## src/rtl/eeprom_page_pkg.sv

```systemverilog
package eeprom_page_pkg;
  typedef logic [7:0] byte_t;

  typedef enum logic [2:0] {
    CMD_IDLE,
    CMD_LOAD,
    CMD_WRITE,
    CMD_READ,
    CMD_STOP
  } cmd_e;

  function automatic int unsigned page_bytes_for(int unsigned mem_bytes);
    return (mem_bytes <= 256) ? 8 : 16;
  endfunction
endpackage

```

## src/rtl/epc_addr_ctr.sv

```systemverilog
module epc_addr_ctr #(
  parameter int unsigned ADDR_W = 7,
  parameter int unsigned OFF_W  = 3
) (
  input  logic              clk_i,
  input  logic              rst_ni,
  input  logic              load_i,
  input  logic [ADDR_W-1:0] load_addr_i,
  input  logic              step_page_i,
  input  logic              step_full_i,
  output logic [ADDR_W-1:0] addr_o
);
  always_ff @(posedge clk_i or negedge rst_ni) begin
    if (!rst_ni)          addr_o <= '0;
    else if (load_i)      addr_o <= load_addr_i;
    else if (step_full_i) addr_o <= addr_o + ADDR_W'(1);
    else if (step_page_i) addr_o <= {addr_o[ADDR_W-1:OFF_W], addr_o[OFF_W-1:0] + OFF_W'(1)};
  end
endmodule

```

## src/rtl/epc_page_buf.sv

```systemverilog
module epc_page_buf #(
  parameter int unsigned PAGE_BYTES = 8,
  parameter int unsigned OFF_W      = 3,
  parameter int unsigned PG_W       = 4
) (
  input  logic                       clk_i,
  input  logic                       rst_ni,
  input  logic                       clear_i,
  input  logic                       wr_i,
  input  logic [OFF_W-1:0]           wr_off_i,
  input  logic [PG_W-1:0]            wr_page_i,
  input  logic [7:0]                 wr_data_i,
  output logic [PAGE_BYTES-1:0][7:0] data_o,
  output logic [PAGE_BYTES-1:0]      valid_o,
  output logic [PG_W-1:0]            page_o
);
  always_ff @(posedge clk_i or negedge rst_ni) begin
    if (!rst_ni) begin
      valid_o <= '0;
      page_o  <= '0;
    end else if (clear_i) begin
      valid_o <= '0;
    end else if (wr_i) begin
      valid_o[wr_off_i] <= 1'b1;
      page_o            <= wr_page_i;
    end
  end

  always_ff @(posedge clk_i) begin
    if (wr_i) data_o[wr_off_i] <= wr_data_i;
  end
endmodule

```

## src/rtl/epc_wr_timer.sv

```systemverilog
module epc_wr_timer #(
  parameter int unsigned WR_CYCLES = 250000
) (
  input  logic clk_i,
  input  logic rst_ni,
  input  logic start_i,
  output logic busy_o
);
  localparam int unsigned CNT_W = $clog2(WR_CYCLES) + 1;
  logic [CNT_W-1:0] cnt_q;

  always_ff @(posedge clk_i or negedge rst_ni) begin
    if (!rst_ni) begin
      busy_o <= 1'b0;
      cnt_q  <= '0;
    end else if (busy_o) begin
      if (cnt_q == '0) busy_o <= 1'b0;
      else             cnt_q  <= cnt_q - CNT_W'(1);
    end else if (start_i) begin
      busy_o <= 1'b1;
      cnt_q  <= CNT_W'(WR_CYCLES - 1);
    end
  end
endmodule

```

## src/rtl/epc_array.sv

```systemverilog
module epc_array #(
  parameter int unsigned MEM_BYTES  = 128,
  parameter int unsigned PAGE_BYTES = 8,
  parameter int unsigned ADDR_W     = 7,
  parameter int unsigned OFF_W      = 3,
  parameter int unsigned PG_W       = 4
) (
  input  logic                       clk_i,
  input  logic                       commit_i,
  input  logic [PG_W-1:0]            page_i,
  input  logic [PAGE_BYTES-1:0][7:0] data_i,
  input  logic [PAGE_BYTES-1:0]      valid_i,
  input  logic                       rd_i,
  input  logic [ADDR_W-1:0]          rd_addr_i,
  output logic [7:0]                 rd_data_o
);
  logic [7:0] mem_q [MEM_BYTES];

  // erased state at power-up
  initial begin
    for (int i = 0; i < MEM_BYTES; i++) mem_q[i] = 8'hFF;
  end

  always_ff @(posedge clk_i) begin
    if (commit_i) begin
      for (int j = 0; j < PAGE_BYTES; j++) begin
        if (valid_i[j]) mem_q[{page_i, OFF_W'(j)}] <= data_i[j];
      end
    end
    if (rd_i) rd_data_o <= mem_q[rd_addr_i];
  end
endmodule

```

## src/rtl/eeprom_page_ctrl.sv

```systemverilog
module eeprom_page_ctrl #(
  parameter int unsigned MEM_BYTES  = 128,
  parameter int unsigned PAGE_BYTES = eeprom_page_pkg::page_bytes_for(MEM_BYTES),
  parameter int unsigned WR_CYCLES  = 250000
) (
  input  logic                         clk_i,
  input  logic                         rst_ni,
  input  logic                         addr_load_i,
  input  logic [$clog2(MEM_BYTES)-1:0] addr_i,
  input  logic                         wr_byte_i,
  input  logic [7:0]                   wr_data_i,
  input  logic                         rd_req_i,
  input  logic                         stop_i,
  input  logic                         wp_i,
  output logic [7:0]                   rd_data_o,
  output logic                         rd_valid_o,
  output logic                         busy_o
);
  import eeprom_page_pkg::*;

  localparam int unsigned ADDR_W     = $clog2(MEM_BYTES);
  localparam int unsigned OFF_W      = $clog2(PAGE_BYTES);
  localparam int unsigned PG_W       = ADDR_W - OFF_W;
  localparam bit          PROT_UPPER = (MEM_BYTES >= 2048);

  cmd_e                       cmd;
  logic [ADDR_W-1:0]          addr_q;
  logic [PAGE_BYTES-1:0][7:0] buf_data;
  logic [PAGE_BYTES-1:0]      buf_valid;
  logic [PG_W-1:0]            buf_page;
  logic                       in_prot;
  logic                       commit;

  // engine issues at most one strobe per cycle; all are dropped while busy
  always_comb begin
    cmd = CMD_IDLE;
    if (!busy_o) begin
      if      (addr_load_i) cmd = CMD_LOAD;
      else if (wr_byte_i)   cmd = CMD_WRITE;
      else if (rd_req_i)    cmd = CMD_READ;
      else if (stop_i)      cmd = CMD_STOP;
    end
  end

  epc_addr_ctr #(.ADDR_W(ADDR_W), .OFF_W(OFF_W)) u_ctr (
    .clk_i       (clk_i),
    .rst_ni      (rst_ni),
    .load_i      (cmd == CMD_LOAD),
    .load_addr_i (addr_i),
    .step_page_i (cmd == CMD_WRITE),
    .step_full_i (cmd == CMD_READ),
    .addr_o      (addr_q)
  );

  epc_page_buf #(.PAGE_BYTES(PAGE_BYTES), .OFF_W(OFF_W), .PG_W(PG_W)) u_buf (
    .clk_i     (clk_i),
    .rst_ni    (rst_ni),
    .clear_i   ((cmd == CMD_LOAD) || (cmd == CMD_STOP)),
    .wr_i      (cmd == CMD_WRITE),
    .wr_off_i  (addr_q[OFF_W-1:0]),
    .wr_page_i (addr_q[ADDR_W-1:OFF_W]),
    .wr_data_i (wr_data_i),
    .data_o    (buf_data),
    .valid_o   (buf_valid),
    .page_o    (buf_page)
  );

  generate
    if (PROT_UPPER) begin : g_prot_half
      assign in_prot = buf_page[PG_W-1];
    end else begin : g_prot_full
      assign in_prot = 1'b1;
    end
  endgenerate

  assign commit = (cmd == CMD_STOP) && (|buf_valid) && !(wp_i && in_prot);

  epc_wr_timer #(.WR_CYCLES(WR_CYCLES)) u_tmr (
    .clk_i   (clk_i),
    .rst_ni  (rst_ni),
    .start_i (commit),
    .busy_o  (busy_o)
  );

  epc_array #(
    .MEM_BYTES(MEM_BYTES), .PAGE_BYTES(PAGE_BYTES),
    .ADDR_W(ADDR_W), .OFF_W(OFF_W), .PG_W(PG_W)
  ) u_arr (
    .clk_i     (clk_i),
    .commit_i  (commit),
    .page_i    (buf_page),
    .data_i    (buf_data),
    .valid_i   (buf_valid),
    .rd_i      (cmd == CMD_READ),
    .rd_addr_i (addr_q),
    .rd_data_o (rd_data_o)
  );

  always_ff @(posedge clk_i or negedge rst_ni) begin
    if (!rst_ni) rd_valid_o <= 1'b0;
    else         rd_valid_o <= (cmd == CMD_READ);
  end
endmodule

```

## config.mk

```make
export PLATFORM = sky130hd
export DESIGN_NAME = eeprom_page_ctrl
export DESIGN_NICKNAME = d
export VERILOG_FILES = /design/src/rtl/eeprom_page_pkg.sv /design/src/rtl/epc_addr_ctr.sv /design/src/rtl/epc_page_buf.sv /design/src/rtl/epc_wr_timer.sv /design/src/rtl/epc_array.sv /design/src/rtl/eeprom_page_ctrl.sv
export SDC_FILE = /design/constraint.sdc
export NUM_CORES = 1
export LEC_CHECK = 0
export BUFFER_PORTS_ARGS = -buffer_cell sky130_fd_sc_hd__clkbuf_2
export CAP_MARGIN = 10
export CORE_MARGIN = 2
export CORE_UTILIZATION = 35
export CTS_CLUSTER_DIAMETER = 100
export DETAILED_ROUTE_END_ITERATION = 10
export GPL_TIMING_DRIVEN = 1
export SYNTH_ARGS = -nofsm -noshare
export SYNTH_HDL_FRONTEND = slang
export SYNTH_HIERARCHICAL = 1
export SYNTH_SLANG_ARGS = --single-unit
export TNS_END_PERCENT = 20
```

## constraint.sdc

```tcl
create_clock -name clk_i -period 2.9 [get_ports clk_i]
set_input_delay 0.29 -clock clk_i [delete_from_list [all_inputs] [get_ports clk_i]]
set_output_delay 0.29 -clock clk_i [all_outputs]
set_load 0.01 [all_outputs]
```

==> summary.md, run 1 <==
- status: finished with violations
- failing checks: negative setup slack
- terminating pin of the worst hold path: u_buf/valid_o[0]
- slack of the critical path: -296 ps
- vias in the first global route: 22,724
- dominant synthesized flop cell: edfxtp_1
- highest clock rate: 0.313 GHz
- fraction of layout cells with a size suffix above 1: 36.0%
- flip-flop and latch count after synthesis: 1,136
- drt wl/cell: 33.7 µm
- Hold Crit Depth: 4
- net count after synthesis: 1,939
- Arrival @ worst endpoint: 3630 ps
- number of non-filler instances in the completed layout: 4,000
- ys async rst share: 3.52%
- total core area: 124,000 µm²
- startpoint-to-endpoint class of the critical path: reg2reg
- top-count cell post-synth: edfxtp_1
- top area cells in the synthesized netlist: edfxtp_1 (75%), mux4_2 (17%), dfrtp_1 (2.3%)
- Commonest cells post-synth: edfxtp_1 (1,096), mux4_2 (336), nor2_1 (146), nand2_1 (44), dfrtp_1 (40)
- setup clock skew after layout: 44.6 ps
- count of cells along the worst register-to-register path: 7
- Area growth, synth to finish: 19.5%
- die footprint: 128,000 µm²
- root buf cell: clkbuf_16
- cell leakage power: 16.6 nW
- worst hold path startpoint: addr_load_i
- total vias in the final route: 22,887
- sequential element share of the synthesized area: 77.5%
- Worst VDD drop: 0.529 mV
- TritonCTS clock tree: done
- slack of the worst reg-to-reg path: -300 ps
- post-route antenna net violation count: 0
- Period Utilization, post-route: 110%
- mean area per synthesized cell: 22.8 µm²
- count of mapped cells out of synthesis: 1,915
- actual transition at the worst max-transition pin: 1360 ps
- final setup vio count: 8
- Yosys warnings: 6
- setup repair after global routing missed its margin: true
- vias per cell: 5.72
- number of clock sinks: 1,136
- overall routed net length: 135,000 µm
- vertical extent of the die: 358 µm
- effective utilization at floorplan: 35.3%
- # H-tree levels: 3
- top cell type's share of synthesized area: 75.2%
- worst slew margin relative to its limit: 9.65%
- data required time of the worst path: 3340 ps
- wire length of the first global-routing pass: 182,000 µm
- maximum clock insertion buffer count: 3
- maximum fanout along the worst path: 6
- GR Overflow Total: 0
- Clock Pin Slew Worst Setup and Hold Paths: 60 ps
- number of violations of the max-capacitance limit: 0
- max-slew violation count: 0
- endpoint kind of the worst setup timing path: flip-flop
- kind of start point of the critical path: flip-flop
- pre-CTS worst setup slack: -357 ps
- number of detailed-routing iterations run before antenna repair: 5
- endpoint of the most critical register-to-register path: u_arr/rd_data_o[3]
- Netlist cell types: 58
- global routing usage summed across all routing layers: 20.9%
- fin crit period: 3200 ps
- count of buffers inserted at the top-level ports: 31
- cell count after placement: 3,757
- library cell occupying the most area in the post-synthesis netlist: edfxtp_1
- routability congestion estimate from global placement: 0.847
- starting DRC count in detailed routing: 3,453
- maximum number of pins on one net before global-route repair: 51
- Num CTS Buffers: 105
- standard-cell rows: 129
- count of endpoints failing hold in the final timing report: 0
- EDFF count, synth: 1,096
- Die Wd: 358 µm
- antenna violations before repair: 15
- Power per Cell Area: 651 nW/µm²
- layout net count: 2,301
- combined area of all synthesized cells: 43,700 µm²
- Clk Latency, worst-skew pair: 700 ps
- I/O pin total: 32
- RR Startpoint: u_ctr/addr_o[0]
- type of the tightest min-delay check: in2reg
- post-DP HPWL: 85,500 µm
- residual DRC count: 0
how the worst max path moves through the flow:
stage / endpoint / from / slack, ps / depth (start not counted)
after floorplan: u_arr/rd_data_o[0] / u_ctr/addr_o[0] / 6 / 7
after global placement: u_arr/rd_data_o[0] / u_ctr/addr_o[0] / -350 / 6
after detailed placement: u_arr/rd_data_o[1] / u_ctr/addr_o[0] / -360 / 6
after CTS: u_arr/rd_data_o[1] / u_ctr/addr_o[0] / -280 / 7
after global routing: u_arr/rd_data_o[3] / u_ctr/addr_o[0] / -290 / 7
final: u_arr/rd_data_o[3] / u_ctr/addr_o[0] / -300 / 7
routing by layer:
layer	wire, µm	track usage [%]
met2	65100	33.8
met1	49400	27.8
met3	14700	4.55
met5	0	0
met4	5480	7.78
cell type report:
| cell class | count | area [µm²] |
|---|---|---|
| clock buffers | 121 | 2760 |
| inverters | 21 | 78.8 |
| repair buffers | 347 | 3360 |
| clock inverters | 70 | 758 |
| flip-flops and latches | 1136 | 33900 |
| diodes | 2 | 5.00 |
| multi-input cells | 666 | 9340 |
| fillers | 10498 | 71500 |
| well taps | 1637 | 2050 |
flip-flops by register name, indices dropped and copies added, names as in the netlist:
name,count
u_arr/mem_q,1024
u_buf/data_o,64
u_tmr/cnt_q,19
u_arr/rd_data_o,8
u_buf/valid_o,8
u_ctr/addr_o,7
u_buf/page_o,4
rd_valid_o,1
u_tmr/busy_o,1
worst max-delay path, cell delays in order (launching register included):
cell and delay [ps]:
dfrtp_4 470, buf_12 170, clkbuf_16 200, buf_6 110
mux4_2 570, mux4_2 540, mux4_2 550, mux2_4 300
power by group:
group	leakage, nW	internal [mW]	switching [mW]	total [mW]
Sequential	10.3	17.8	0.129	17.9
Combinational	4.61	1.04	0.877	1.91
Clock	1.71	8.15	6.04	14.2
Total	16.6	27.0	7.04	34.0
through the flow:
step | power (mW) | hold WS [ps] | instance area [µm²] | TNS, ps | util [%]
after floorplan | 19.3 | -5.59 | 43900 | 0 | -
after global placement | 20.0 | 494 | 47900 | -2370 | 38.7
after detailed placement | 20.0 | 500 | 47900 | -2440 | 38.7
after CTS | 34.1 | 44.3 | 52000 | -2130 | 42.0
after global routing | 34.8 | 109 | 52300 | -2290 | 42.2
final | 34.0 | 84.1 | 52300 | -2140 | 42.2
cell usage in the layout, fill, tap and decap left out, drive strengths merged, types with 18 or more instances in the layout:
master | synthesis | routed
edfxtp | 1096 | 1096
mux4 | 336 | 336
clkinv | 1 | 49
clkbuf | 40 | 159
dfrtp | 40 | 40
dlygate4sd3 | 0 | 18
nand2 | 44 | 44
nor2 | 146 | 146
inv | 20 | 22
buf | 52 | 291
logic make-up after synthesis:
| group | after synthesis | synth area share (%) |
|---|---|---|
| fa+ha+maj | 2 | 0.0572 |
| compound gates | 45 | 0.655 |
| mux | 353 | 17.7 |
| simple gates | 260 | 2.75 |
| flops | 1136 | 77.5 |
| buf+inv | 113 | 1.15 |
| xor+xnor | 6 | 0.120 |
repair_timing:
action / in CTS / in global routing
setup buffers: 10 / 10
endpoints found under the setup margin: 8 / 8
resized for setup: 17 / 15
cloned: 5 / 7
hold buffers: 18 / 0
endpoints found under the hold margin: 112 / 0
Note: power is estimated with default switching activity, not from simulation.
==> inputs of run 2 (changes only) <==
- clock period: 2.9 -> 3.7 ns (I/O delays scaled with it)
==> run 2 against run 1 <==
The run now ends clean. Count of clock-buffer cells in the layout is 7 higher. Clock skew shrank 10 ps. Critical path depth down 2.
==> summary.md, run 2 (synthesis gave the netlist of run 1 again) <==
- status: finished, final reports clean
- endpoint kind of the worst setup timing path: flip-flop
- Area growth, synth to finish: 15.6%
- cell leakage power: 15.6 nW, -6.3%
- leading cell types in the layout, fill and taps excluded: edfxtp_1 (1,096), mux4_2 (336), nor2_1 (145), buf_4 (115), clkbuf_16 (110)
- vertical extent of the die: 358 µm, unchanged
- die footprint: 128,000 µm², unchanged
- vias per cell: 5.76, +0.59%
- worst slew margin relative to its limit: 6.24%, -3.4 points
- fin crit period: 3460 ps, +263 ps
- Die Wd: 358 µm, unchanged
- number of violations of the max-capacitance limit: 0, unchanged
- data required time of the worst path: 4120 ps, +780 ps
- post-DP HPWL: 83,500 µm, -2.3%
- post-route antenna net violation count: 0, unchanged
- total vias in the final route: 22,130, -3.3%
- effective utilization at floorplan: 35.3%, unchanged
- maximum fanout along the worst path: 40, +34
- number of non-filler instances in the completed layout: 3,845, -3.9%
- actual transition at the worst max-transition pin: 1410 ps, +51.1 ps
- register with the highest flop count: u_arr/mem_q
- I/O pin total: 32, unchanged
- starting DRC count in detailed routing: 3,523, +2.0%
- sum of negative setup slack: 0 ps, +2140 ps
- layout net count: 2,137, -7.1%
- number of detailed-routing iterations run before antenna repair: 5, unchanged
- Arrival @ worst endpoint: 3880 ps, +250 ps
- root buf cell: clkbuf_16
- maximum number of pins on one net before global-route repair: 43, -16%
- type of the tightest min-delay check: in2reg
- kind of start point of the critical path: flip-flop
- drt wl/cell: 34.5 µm, +2.6%
- power after layout: 26.5 mW, -22%
- max FFs per register: 1,024, unchanged
- overall routed net length: 133,000 µm, -1.3%
- Clk Latency, worst-skew pair: 700 ps, about the same
- standard-cell rows: 129, unchanged
- residual DRC count: 0, unchanged
- Worst VDD drop: 0.412 mV, -22%
- startpoint-to-endpoint class of the critical path: reg2reg
- final setup vio count: 0, -8
- max-slew violation count: 0, unchanged
- Period Utilization, post-route: 93.5%, -17 points
- cell count after placement: 3,627, -3.5%
- fraction of layout cells with a size suffix above 1: 31.5%, -4.5 points
- total core area: 124,000 µm², unchanged
- count of buffers inserted at the top-level ports: 31, unchanged
- wire length of the first global-routing pass: 182,000 µm, -0.40%
- Hold WS: 37.2 ps, -46.9 ps
- Power per Cell Area: 524 nW/µm², -19%
- GR Overflow Total: 0, unchanged
- post-CTS sizing: 0, -17
- count of endpoints failing hold in the final timing report: 0, unchanged
- Clock Pin Slew Worst Setup and Hold Paths: 70 ps, about the same
- setup repair after global routing missed its margin: false
- setup clock skew after layout: 34.2 ps, -10.4 ps
- global routing usage summed across all routing layers: 20.9%, about the same
- maximum clock insertion buffer count: 3, unchanged
- slack of the critical path: 240 ps, +537 ps
- # H-tree levels: 3, unchanged
- pre-CTS worst setup slack: 259 ps, +616 ps
- vias in the first global route: 22,171, -2.4%
- most common cell after layout, fill and taps aside: edfxtp_1
- Num CTS Buffers: 107, +1.9%
- slack of the worst reg-to-reg path: 240 ps, +540 ps
- highest clock rate: 0.289 GHz, -7.6%
- TritonCTS clock tree: done
- routability congestion estimate from global placement: 0.885, +4.5%
- antenna violations before repair: 14, -1
- number of clock sinks: 1,136, unchanged
- largest registers: u_arr/mem_q (1024), u_buf/data_o (64), u_tmr/cnt_q (19)
run 2: layout make-up:
cell class                      count  area, µm²
Fill cell                       10630      73200
Sequential cell                  1136      33900
Multi-Input combinational cell    666       9330
Clock buffer                      128       2820
Tap cell                         1637       2050
Timing Repair Buffer              181       1630
Clock inverter                     73        733
Inverter                           21       78.8
Antenna cell                        3       7.51
run 2: per-layer routing:
| layer | GRT usage [%] | vias to the layer above | wire length (µm) |
|---|---|---|---|
| li1 | - | 8488 | - |
| met1 | 27.4 | 11964 | 49800 |
| met2 | 33.6 | 1456 | 64000 |
| met3 | 5.35 | 222 | 13500 |
| met4 | 7.76 | 0 | 5490 |
| met5 | 0.111 | - | 0 |
run 2: power breakdown:
part	switching (mW)	internal, mW	total, mW
logic	0.648	0.645	1.29
registers	0.107	14.0	14.1
clock network	4.80	6.36	11.2
total	5.56	21.0	26.5
run 2: final timing paths:
path,start,endpoint,cells after the start
min in group asynchronous,rst_ni,u_buf/page_o[3],2
setup reg to reg,u_ctr/addr_o[0],u_arr/rd_data_o[1],5
max in group asynchronous,rst_ni,u_ctr/addr_o[0],2
setup / recovery,u_ctr/addr_o[0],u_arr/rd_data_o[1],5
hold reg to reg,u_tmr/cnt_q[6],u_tmr/cnt_q[6],1
hold / removal,wr_data_i[6],u_buf/data_o[14],1
run 2: timing repair:
| action | CTS | global route |
|---|---|---|
| endpoints found under the hold margin | 66 | 0 |
| endpoints found under the setup margin | 0 | 0 |
| hold buffers | 12 | 0 |
| buffers inserted | 0 | 0 |
run 2: critical path: stages (launching register included):
cell and delay [ps]:
dfrtp_4 610, buf_12 340, mux4_2 670, mux4_2 560
mux4_2 620, mux2_2 320
run 2: stage by stage:
step           utilization (%)  instance area [µm²]
3_3_place_gp              37.8                46800
3_5_place_dp              37.8                46800
6_report                  40.8                50600
5_1_grt                   40.8                50600
2_1_floorplan                -                43700
4_1_cts                   40.8                50500
